**src/rtl/gpio_port_pkg.sv**
```systemverilog
// Package: shared offsets, lock keys, drive-mode encoding and the bus
// decode result type for the key-locked GPIO port.
// Assumes byte offsets fit in REG_ADDR_W bits and data is 32 bits wide.
package gpio_port_pkg;

    localparam int REG_ADDR_W  = 8;
    localparam int REG_DATA_W  = 32;
    localparam int KEY_W       = 16;
    localparam int MAX_PINS    = 32;
    localparam int LOCK_STAT_B = 31;

    localparam logic [REG_ADDR_W-1:0] OFS_LOCK        = 8'h00;
    localparam logic [REG_ADDR_W-1:0] OFS_PIN_LEVEL   = 8'h04;
    localparam logic [REG_ADDR_W-1:0] OFS_MODE_HI     = 8'h08;
    localparam logic [REG_ADDR_W-1:0] OFS_MODE_LO     = 8'h0C;
    localparam logic [REG_ADDR_W-1:0] OFS_OUT_SET     = 8'h14;
    localparam logic [REG_ADDR_W-1:0] OFS_OUT_CLR     = 8'h18;
    localparam logic [REG_ADDR_W-1:0] OFS_MODE_HI_CLR = 8'h50;
    localparam logic [REG_ADDR_W-1:0] OFS_MODE_LO_SET = 8'h54;
    localparam logic [REG_ADDR_W-1:0] OFS_MODE_LO_CLR = 8'h58;

    localparam logic [KEY_W-1:0] KEY_ARM    = 16'hD42F;
    localparam logic [KEY_W-1:0] KEY_DISARM = 16'h0000;

    // {high mode bit, low mode bit} per pin
    typedef enum logic [1:0] {
        DRV_INPUT    = 2'b00,
        DRV_PUSHPULL = 2'b01,
        DRV_SINK     = 2'b10,
        DRV_SOURCE   = 2'b11
    } drive_mode_e;

    typedef enum logic [2:0] {
        RD_NONE,
        RD_LOCK,
        RD_LEVEL,
        RD_MODE_HI,
        RD_MODE_LO
    } rd_sel_e;

    typedef struct packed {
        logic lock;
        logic mode_hi;
        logic mode_lo;
        logic out_set;
        logic out_clr;
        logic mode_hi_clr;
        logic mode_lo_set;
        logic mode_lo_clr;
    } wr_strobe_t;

endpackage

```
**src/rtl/gpio_bus_decode.sv**
```systemverilog
// Module: gpio_bus_decode
// Turns the bus offset and write strobe into one-hot register write
// strobes and a read-source select. Purely combinational.
// Assumes: offsets outside the package list select nothing.
module gpio_bus_decode
    import gpio_port_pkg::*;
(
    input  logic [REG_ADDR_W-1:0] addr,
    input  logic                  we,
    output wr_strobe_t            wr,
    output rd_sel_e               rd_sel
);

    // Write strobe per register offset
    always_comb begin
        wr             = '0;
        wr.lock        = we && (addr == OFS_LOCK);
        wr.mode_hi     = we && (addr == OFS_MODE_HI);
        wr.mode_lo     = we && (addr == OFS_MODE_LO);
        wr.out_set     = we && (addr == OFS_OUT_SET);
        wr.out_clr     = we && (addr == OFS_OUT_CLR);
        wr.mode_hi_clr = we && (addr == OFS_MODE_HI_CLR);
        wr.mode_lo_set = we && (addr == OFS_MODE_LO_SET);
        wr.mode_lo_clr = we && (addr == OFS_MODE_LO_CLR);
    end

    // Read source for the addressed offset
    always_comb begin
        unique case (addr)
            OFS_LOCK:      rd_sel = RD_LOCK;
            OFS_PIN_LEVEL: rd_sel = RD_LEVEL;
            OFS_MODE_HI:   rd_sel = RD_MODE_HI;
            OFS_MODE_LO:   rd_sel = RD_MODE_LO;
            default:       rd_sel = RD_NONE;
        endcase
    end

endmodule

```
**src/rtl/gpio_key_lock.sv**
```systemverilog
// Module: gpio_key_lock
// Holds the lock flag that gates mode writes. The arm key sets the flag,
// the disarm key clears it, and any other key leaves it alone.
// Assumes: wr_lock is a one-cycle strobe with key stable at the edge.
module gpio_key_lock
    import gpio_port_pkg::*;
(
    input  logic             clk,
    input  logic             rst_n,
    input  logic             wr_lock,
    input  logic [KEY_W-1:0] key,
    output logic             lock_active
);

    // Lock flag update on key writes
    always_ff @(posedge clk) begin
        if (!rst_n) begin
            lock_active <= 1'b0;
        end else if (wr_lock) begin
            if (key == KEY_ARM) begin
                lock_active <= 1'b1;
            end else if (key == KEY_DISARM) begin
                lock_active <= 1'b0;
            end
        end
    end

endmodule

```
**src/rtl/gpio_pin_state.sv**
```systemverilog
// Module: gpio_pin_state
// Per-pin state: the output latch plus the high and low drive-mode bits.
// Mode writes are qualified by lock_active, and latch writes are not.
// Assumes: at most one strobe is active in a cycle.
module gpio_pin_state #(
    parameter int PINS = 32
) (
    input  logic            clk,
    input  logic            rst_n,
    input  logic            lock_active,
    input  logic            wr_mode_hi,
    input  logic            wr_mode_lo,
    input  logic            wr_mode_hi_clr,
    input  logic            wr_mode_lo_set,
    input  logic            wr_mode_lo_clr,
    input  logic            wr_out_set,
    input  logic            wr_out_clr,
    input  logic [PINS-1:0] wdata,
    output logic [PINS-1:0] mode_hi_q,
    output logic [PINS-1:0] mode_lo_q,
    output logic [PINS-1:0] latch_q
);

    logic mode_wr_ok;
    assign mode_wr_ok = lock_active;

    // High mode bits: direct load or clear-by-mask under the lock
    always_ff @(posedge clk) begin
        if (!rst_n) begin
            mode_hi_q <= '0;
        end else if (mode_wr_ok && wr_mode_hi) begin
            mode_hi_q <= wdata;
        end else if (mode_wr_ok && wr_mode_hi_clr) begin
            mode_hi_q <= mode_hi_q & ~wdata;
        end
    end

    // Low mode bits: direct load, set- or clear-by-mask under the lock
    always_ff @(posedge clk) begin
        if (!rst_n) begin
            mode_lo_q <= '0;
        end else if (mode_wr_ok && wr_mode_lo) begin
            mode_lo_q <= wdata;
        end else if (mode_wr_ok && wr_mode_lo_set) begin
            mode_lo_q <= mode_lo_q | wdata;
        end else if (mode_wr_ok && wr_mode_lo_clr) begin
            mode_lo_q <= mode_lo_q & ~wdata;
        end
    end

    // Output latch: set- or clear-by-mask, never gated
    always_ff @(posedge clk) begin
        if (!rst_n) begin
            latch_q <= '0;
        end else if (wr_out_set) begin
            latch_q <= latch_q | wdata;
        end else if (wr_out_clr) begin
            latch_q <= latch_q & ~wdata;
        end
    end

endmodule

```
**src/rtl/gpio_pad_ctrl.sv**
```systemverilog
// Module: gpio_pad_ctrl
// Maps each pin's drive mode and latch to a pad value and output enable.
// Purely combinational, with one identical slice per pin.
// Assumes: the pad cell floats whenever its enable is low.
module gpio_pad_ctrl
    import gpio_port_pkg::*;
#(
    parameter int PINS = 32
) (
    input  logic [PINS-1:0] mode_hi,
    input  logic [PINS-1:0] mode_lo,
    input  logic [PINS-1:0] latch,
    output logic [PINS-1:0] pad_out,
    output logic [PINS-1:0] pad_oe
);

    for (genvar p = 0; p < PINS; p++) begin : g_pin
        drive_mode_e mode;
        assign mode = drive_mode_e'({mode_hi[p], mode_lo[p]});

        // Drive table for one pin
        always_comb begin
            unique case (mode)
                DRV_PUSHPULL: begin pad_out[p] = latch[p]; pad_oe[p] = 1'b1;      end
                DRV_SINK:     begin pad_out[p] = 1'b0;     pad_oe[p] = ~latch[p]; end
                DRV_SOURCE:   begin pad_out[p] = 1'b1;     pad_oe[p] = latch[p];  end
                default:      begin pad_out[p] = 1'b0;     pad_oe[p] = 1'b0;      end
            endcase
        end
    end

endmodule

```
**src/rtl/gpio_in_sync.sv**
```systemverilog
// Module: gpio_in_sync
// Brings asynchronous pad levels into the clock domain through a chain
// of STAGES flops per pin.
// Assumes: STAGES >= 2. Pads need no glitch filtering.
module gpio_in_sync #(
    parameter int PINS   = 32,
    parameter int STAGES = 2
) (
    input  logic            clk,
    input  logic            rst_n,
    input  logic [PINS-1:0] async_in,
    output logic [PINS-1:0] sync_out
);

    logic [PINS-1:0] stage_q [STAGES];

    for (genvar s = 0; s < STAGES; s++) begin : g_stage
        // One synchroniser rank
        always_ff @(posedge clk) begin
            if (!rst_n) begin
                stage_q[s] <= '0;
            end else begin
                stage_q[s] <= (s == 0) ? async_in : stage_q[(s == 0) ? 0 : s-1];
            end
        end
    end

    assign sync_out = stage_q[STAGES-1];

endmodule

```
**src/rtl/keylock_gpio_port.sv**
```systemverilog
// Module: keylock_gpio_port (top)
// GPIO port with per-pin latch and two-bit drive mode. A key lock guards
// the mode registers. Reads are combinational from bus_addr.
// Assumes: single-cycle writes, PIN_COUNT between 1 and 32.
module keylock_gpio_port
    import gpio_port_pkg::*;
#(
    parameter int PIN_COUNT   = 32,
    parameter int SYNC_STAGES = 2
) (
    input  logic                  clk,
    input  logic                  rst_n,
    input  logic [REG_ADDR_W-1:0] bus_addr,
    input  logic                  bus_we,
    input  logic [REG_DATA_W-1:0] bus_wdata,
    output logic [REG_DATA_W-1:0] bus_rdata,
    input  logic [PIN_COUNT-1:0]  pad_in,
    output logic [PIN_COUNT-1:0]  pad_out,
    output logic [PIN_COUNT-1:0]  pad_oe
);

    wr_strobe_t           wr;
    rd_sel_e              rd_sel;
    logic                 lock_active;
    logic [PIN_COUNT-1:0] mode_hi_q;
    logic [PIN_COUNT-1:0] mode_lo_q;
    logic [PIN_COUNT-1:0] latch_q;
    logic [PIN_COUNT-1:0] level_sync;

    gpio_bus_decode u_decode (
        .addr   (bus_addr),
        .we     (bus_we),
        .wr     (wr),
        .rd_sel (rd_sel)
    );

    gpio_key_lock u_lock (
        .clk         (clk),
        .rst_n       (rst_n),
        .wr_lock     (wr.lock),
        .key         (bus_wdata[KEY_W-1:0]),
        .lock_active (lock_active)
    );

    gpio_pin_state #(.PINS(PIN_COUNT)) u_state (
        .clk            (clk),
        .rst_n          (rst_n),
        .lock_active    (lock_active),
        .wr_mode_hi     (wr.mode_hi),
        .wr_mode_lo     (wr.mode_lo),
        .wr_mode_hi_clr (wr.mode_hi_clr),
        .wr_mode_lo_set (wr.mode_lo_set),
        .wr_mode_lo_clr (wr.mode_lo_clr),
        .wr_out_set     (wr.out_set),
        .wr_out_clr     (wr.out_clr),
        .wdata          (bus_wdata[PIN_COUNT-1:0]),
        .mode_hi_q      (mode_hi_q),
        .mode_lo_q      (mode_lo_q),
        .latch_q        (latch_q)
    );

    gpio_pad_ctrl #(.PINS(PIN_COUNT)) u_pad (
        .mode_hi (mode_hi_q),
        .mode_lo (mode_lo_q),
        .latch   (latch_q),
        .pad_out (pad_out),
        .pad_oe  (pad_oe)
    );

    gpio_in_sync #(.PINS(PIN_COUNT), .STAGES(SYNC_STAGES)) u_sync (
        .clk      (clk),
        .rst_n    (rst_n),
        .async_in (pad_in),
        .sync_out (level_sync)
    );

    // Read mux: zero-extend pin vectors, place lock flag at its bit
    always_comb begin
        bus_rdata = '0;
        unique case (rd_sel)
            RD_LOCK:    bus_rdata[LOCK_STAT_B]    = lock_active;
            RD_LEVEL:   bus_rdata[PIN_COUNT-1:0]  = level_sync;
            RD_MODE_HI: bus_rdata[PIN_COUNT-1:0]  = mode_hi_q;
            RD_MODE_LO: bus_rdata[PIN_COUNT-1:0]  = mode_lo_q;
            default:    bus_rdata                 = '0;
        endcase
    end

endmodule

```
**config.mk**
```make
export PLATFORM = sky130hd
export DESIGN_NAME = keylock_gpio_port
export DESIGN_NICKNAME = d
export VERILOG_FILES = /design/src/rtl/gpio_port_pkg.sv /design/src/rtl/gpio_bus_decode.sv /design/src/rtl/gpio_key_lock.sv /design/src/rtl/gpio_pin_state.sv /design/src/rtl/gpio_pad_ctrl.sv /design/src/rtl/gpio_in_sync.sv /design/src/rtl/keylock_gpio_port.sv
export SDC_FILE = /design/constraint.sdc
export NUM_CORES = 1
export LEC_CHECK = 0
export CORE_MARGIN = 4
export CORE_UTILIZATION = 44
export CTS_CLUSTER_SIZE = 24
export DETAILED_ROUTE_END_ITERATION = 10
export PLACE_DENSITY = 0.74
export SYNTH_ARGS = -nofsm -noshare
export SYNTH_HDL_FRONTEND = slang
export SYNTH_SLANG_ARGS = --single-unit
```
**constraint.sdc**
```tcl
create_clock -name clk -period 2.1 [get_ports clk]
set_clock_uncertainty 0.2 [all_clocks]
set_input_delay 0.21 -clock clk [delete_from_list [all_inputs] [get_ports clk]]
set_output_delay 0.21 -clock clk [all_outputs]
set_load 0.02 [all_outputs]
```
==> qor.yml <==
route:
  num_vias: 6328
  via_per_inst: 5.531
  post-route-drc-count: 0
  drt-pass1-iter-count: 5
  drtAntennaViolNets: 0
  routed_wl_um: 21340
  drt-initial-drc-count: 584
  routedWlPerCell_um: 18.65
hold_path:
  worst_hold_path_type: "in -> reg"
sta:
  hold_ws_ns: 0.04916
  drv_slew: 0
  fin_tns_setup_ns: -0.6221
  slew_headroom_pct: 65.88
  fmax_mhz: 465.9
  hold_viol: 0
  min_period_ns: 2.146
  setup_viol: 28
  worst_pin_slew_ns: 0.5117
  period_share_pct: 102.2
  rsz0062_at_grt: "true"
  setup_slack_ns: -0.04634
die:
  die_area_sq_um: 17460
  dieHeight_um: 132.1
  chipWidth_um: 132.1
  ioPinCount: 171
  core_area_sq_um: 15150
  initial_utilization_pct: 44.76
  rows: 45
clock_network:
  htreeDepth: 4
  cts_tree: "built"
  cts_max_path_buffers: 2
  root_buffer: "clkbuf_16"
  cts_made_buffers: 17
  clk_pin_slew_ns: 0.06
  clock-sinks: 161
  clk_latency_ns: 0.42
synthesis:
  synth.area.top_cells: "dfxtp_1 (48%), a32o_1 (9.4%), nand2_1 (7.1%), and2_1 (5.9%), xnor2_1 (4.3%)"
  synth_cell_type_count: 31
  syn_area_per_cell_sq_um: 9.161
  synth_nets: 815
  synth_cells: 740
  ys_warn_count: 0
  synth_top_cell_by_area: "dfxtp_1"
  synth_top_area_share_pct: 47.55
  syn-cell-area_sq_um: 6779
  ys_seq_elements: 161
  ys_seq_area_share_pct: 47.55
setup_path:
  required_ns: 1.69
  crit_path_end_kind: "primary output"
  cp-startpoint: "bus_addr[4]"
  cp_max_fo: 7
  rr_startpoint: "u_lock.lock_active"
  endpoint: "bus_rdata[10]"
  worstPathArrival_ns: 1.74
  rrSetupSlack_ns: 0.10
  reg2reg_depth: 6
  critical_path_class: "in -> out"
  critPathLaunchType: "input pin"
global_route:
  grt_overflow: 0
  antenna_found_initial: 0
  grt_max_degree: 60
  grt_pass1_wl_um: 33030
  grt_pass1_vias: 5987
  track_usage_pct: 23.89
run:
  cap_violations: 0
layout:
  num_antenna_cells: 0
  area_delta_synth_final_pct: 49.70
  drive_gt1_share_pct: 19.77
  num-nets-final: 1018
  fin_area_sq_um: 10150
  regArea_sq_um: 3223
  num-fill-cells: 1164
  final_util_pct: 67.01
  multi_input_area_sq_um: 3527
placement:
  io_buffer_count: 170
  placed_area_sq_um: 9045
  dp_hpwl_um: 13770
  routabilityCongestion: 0.8040
pwr:
  power_density_nw_per_um2: 649.2
  power.leakage_nw: 4.091
  ir_drop_v: 0.0004737
status:
  outcome: "complete, but fails checks"
  violations: "negative setup slack"
-- layout by cell type (no fill, tap or decap), types with 2 or more instances in the layout --
| cell type | instances |
|---|---|
| dfxtp_1 | 161 |
| nand2_1 | 129 |
| clkdlybuf4s50_1 | 95 |
| and2_1 | 64 |
| a32o_1 | 64 |
| buf_4 | 45 |
| buf_6 | 41 |
| nor2_1 | 35 |
| o21a_1 | 33 |
| xnor2_1 | 33 |
| nand2b_1 | 32 |
| o21ai_0 | 32 |
| a211oi_1 | 32 |
| a22oi_2 | 31 |
| dlygate4sd2_1 | 25 |
| clkbuf_16 | 18 |
| buf_12 | 14 |
| dlymetal6s2s_1 | 11 |
| nor3_4 | 5 |
| inv_6 | 4 |
| clkinvlp_4 | 4 |
| buf_8 | 4 |
| nand3_1 | 3 |
| nor4_1 | 3 |
| buf_2 | 3 |
| mux2i_1 | 2 |
| nand4bb_1 | 2 |
| nor4_2 | 2 |
| nand4_1 | 2 |
| bufinv_16 | 2 |
| clkinv_4 | 2 |
| clkinv_2 | 2 |
| buf_16 | 2 |
-- logic make-up after synthesis --
| logic type | share of synthesized area [%] |
|---|---|
| compound gates | 22.81 |
| buf+inv | 3.968 |
| xor+xnor | 4.264 |
| simple gates | 21.11 |
| mux | 0.2953 |
| flops | 47.55 |
-- layer usage --
metal  track usage (%)  vias up  wire length, um
met5                 0        -                0
met4             10.62        0              580
met3             4.695       38             1234
met2             39.05      234            10290
met1             30.69     3014             9229
li1                  -     3042                -
-- stage by stage --
step | instances | total power [W] | setup WS [ns]
floorplan | 740 | 0.003306 | -0.01306
global placement | 1096 | 0.003557 | -0.9620
detailed placement | 1096 | 0.003562 | -0.9680
CTS | 1141 | 0.006628 | -0.03815
global route | 1144 | 0.006804 | -0.1115
finish | 1144 | 0.006588 | -0.04634
-- worst min path at each step --
stage                                      from  cells after the start  slack [ns]               endpoint
after floorplan                    bus_wdata[6]                      1        0.10   u_state.mode_hi_q[6]
after global placement    u_sync.stage_q[0][10]                      1        0.21  u_sync.stage_q[1][10]
after detailed placement   u_sync.stage_q[0][7]                      1        0.22   u_sync.stage_q[1][7]
after CTS                            pad_in[22]                      2        0.15  u_sync.stage_q[0][22]
after global routing                bus_addr[1]                      5        0.08     u_lock.lock_active
final                               bus_addr[1]                      5        0.05     u_lock.lock_active
-- worst max-delay path: stages --
cell	delay (ns)
buf_6	0.09
or4_4	0.61
nor3_4	0.23
buf_12	0.18
buf_12	0.14
a22oi_2	0.06
nand2_1	0.09
buf_6	0.12
-- cell usage after synthesis (all sizes together) --
library cell and n:
nand2 129, mux2i 2, dfxtp 161, nand4b 1, nor2 35, xnor2 33, a22oi 31, or4 2
a211oi 32, buf 32, or3b 2, or3 2, nand3 3, o21ai 32, a32o 64, nor4b 2
nand2b 32, o22a 1, nor4 6, and2 64, nor3 6, nand4bb 2, o31a 1, o21a 33
nand4 2, o211ai 1, inv 1, clkbuf 28
-- final cells by class --
class                   instances  area share [%]
clock buffers                  18           4.327
clock inverters                14           1.504
inverters                       1         0.03699
multi-input cells             518           34.76
flip-flops and latches        161           31.76
well taps                     188           2.318
repair buffers                244           25.30
-- what timing repair did --
item | 4_1_cts | 5_1_grt
hold buffers | 1 | 0
endpoints found under the hold margin | 12 | 0
setup buffers | 6 | 3
gates resized for setup | 305 | 18
setup endpoints to repair | 117 | 74
pin swaps | 37 | 27
cloned | 6 | 1
-- power breakdown --
group	internal [W]	total, W	switching (W)
sequential	0.00311	0.00313	0.0000181
clock	0.00179	0.00307	0.00128
combinational	0.000208	0.000385	0.000177
total	0.00511	0.00659	0.00147
(Power assumes the default switching activity.)
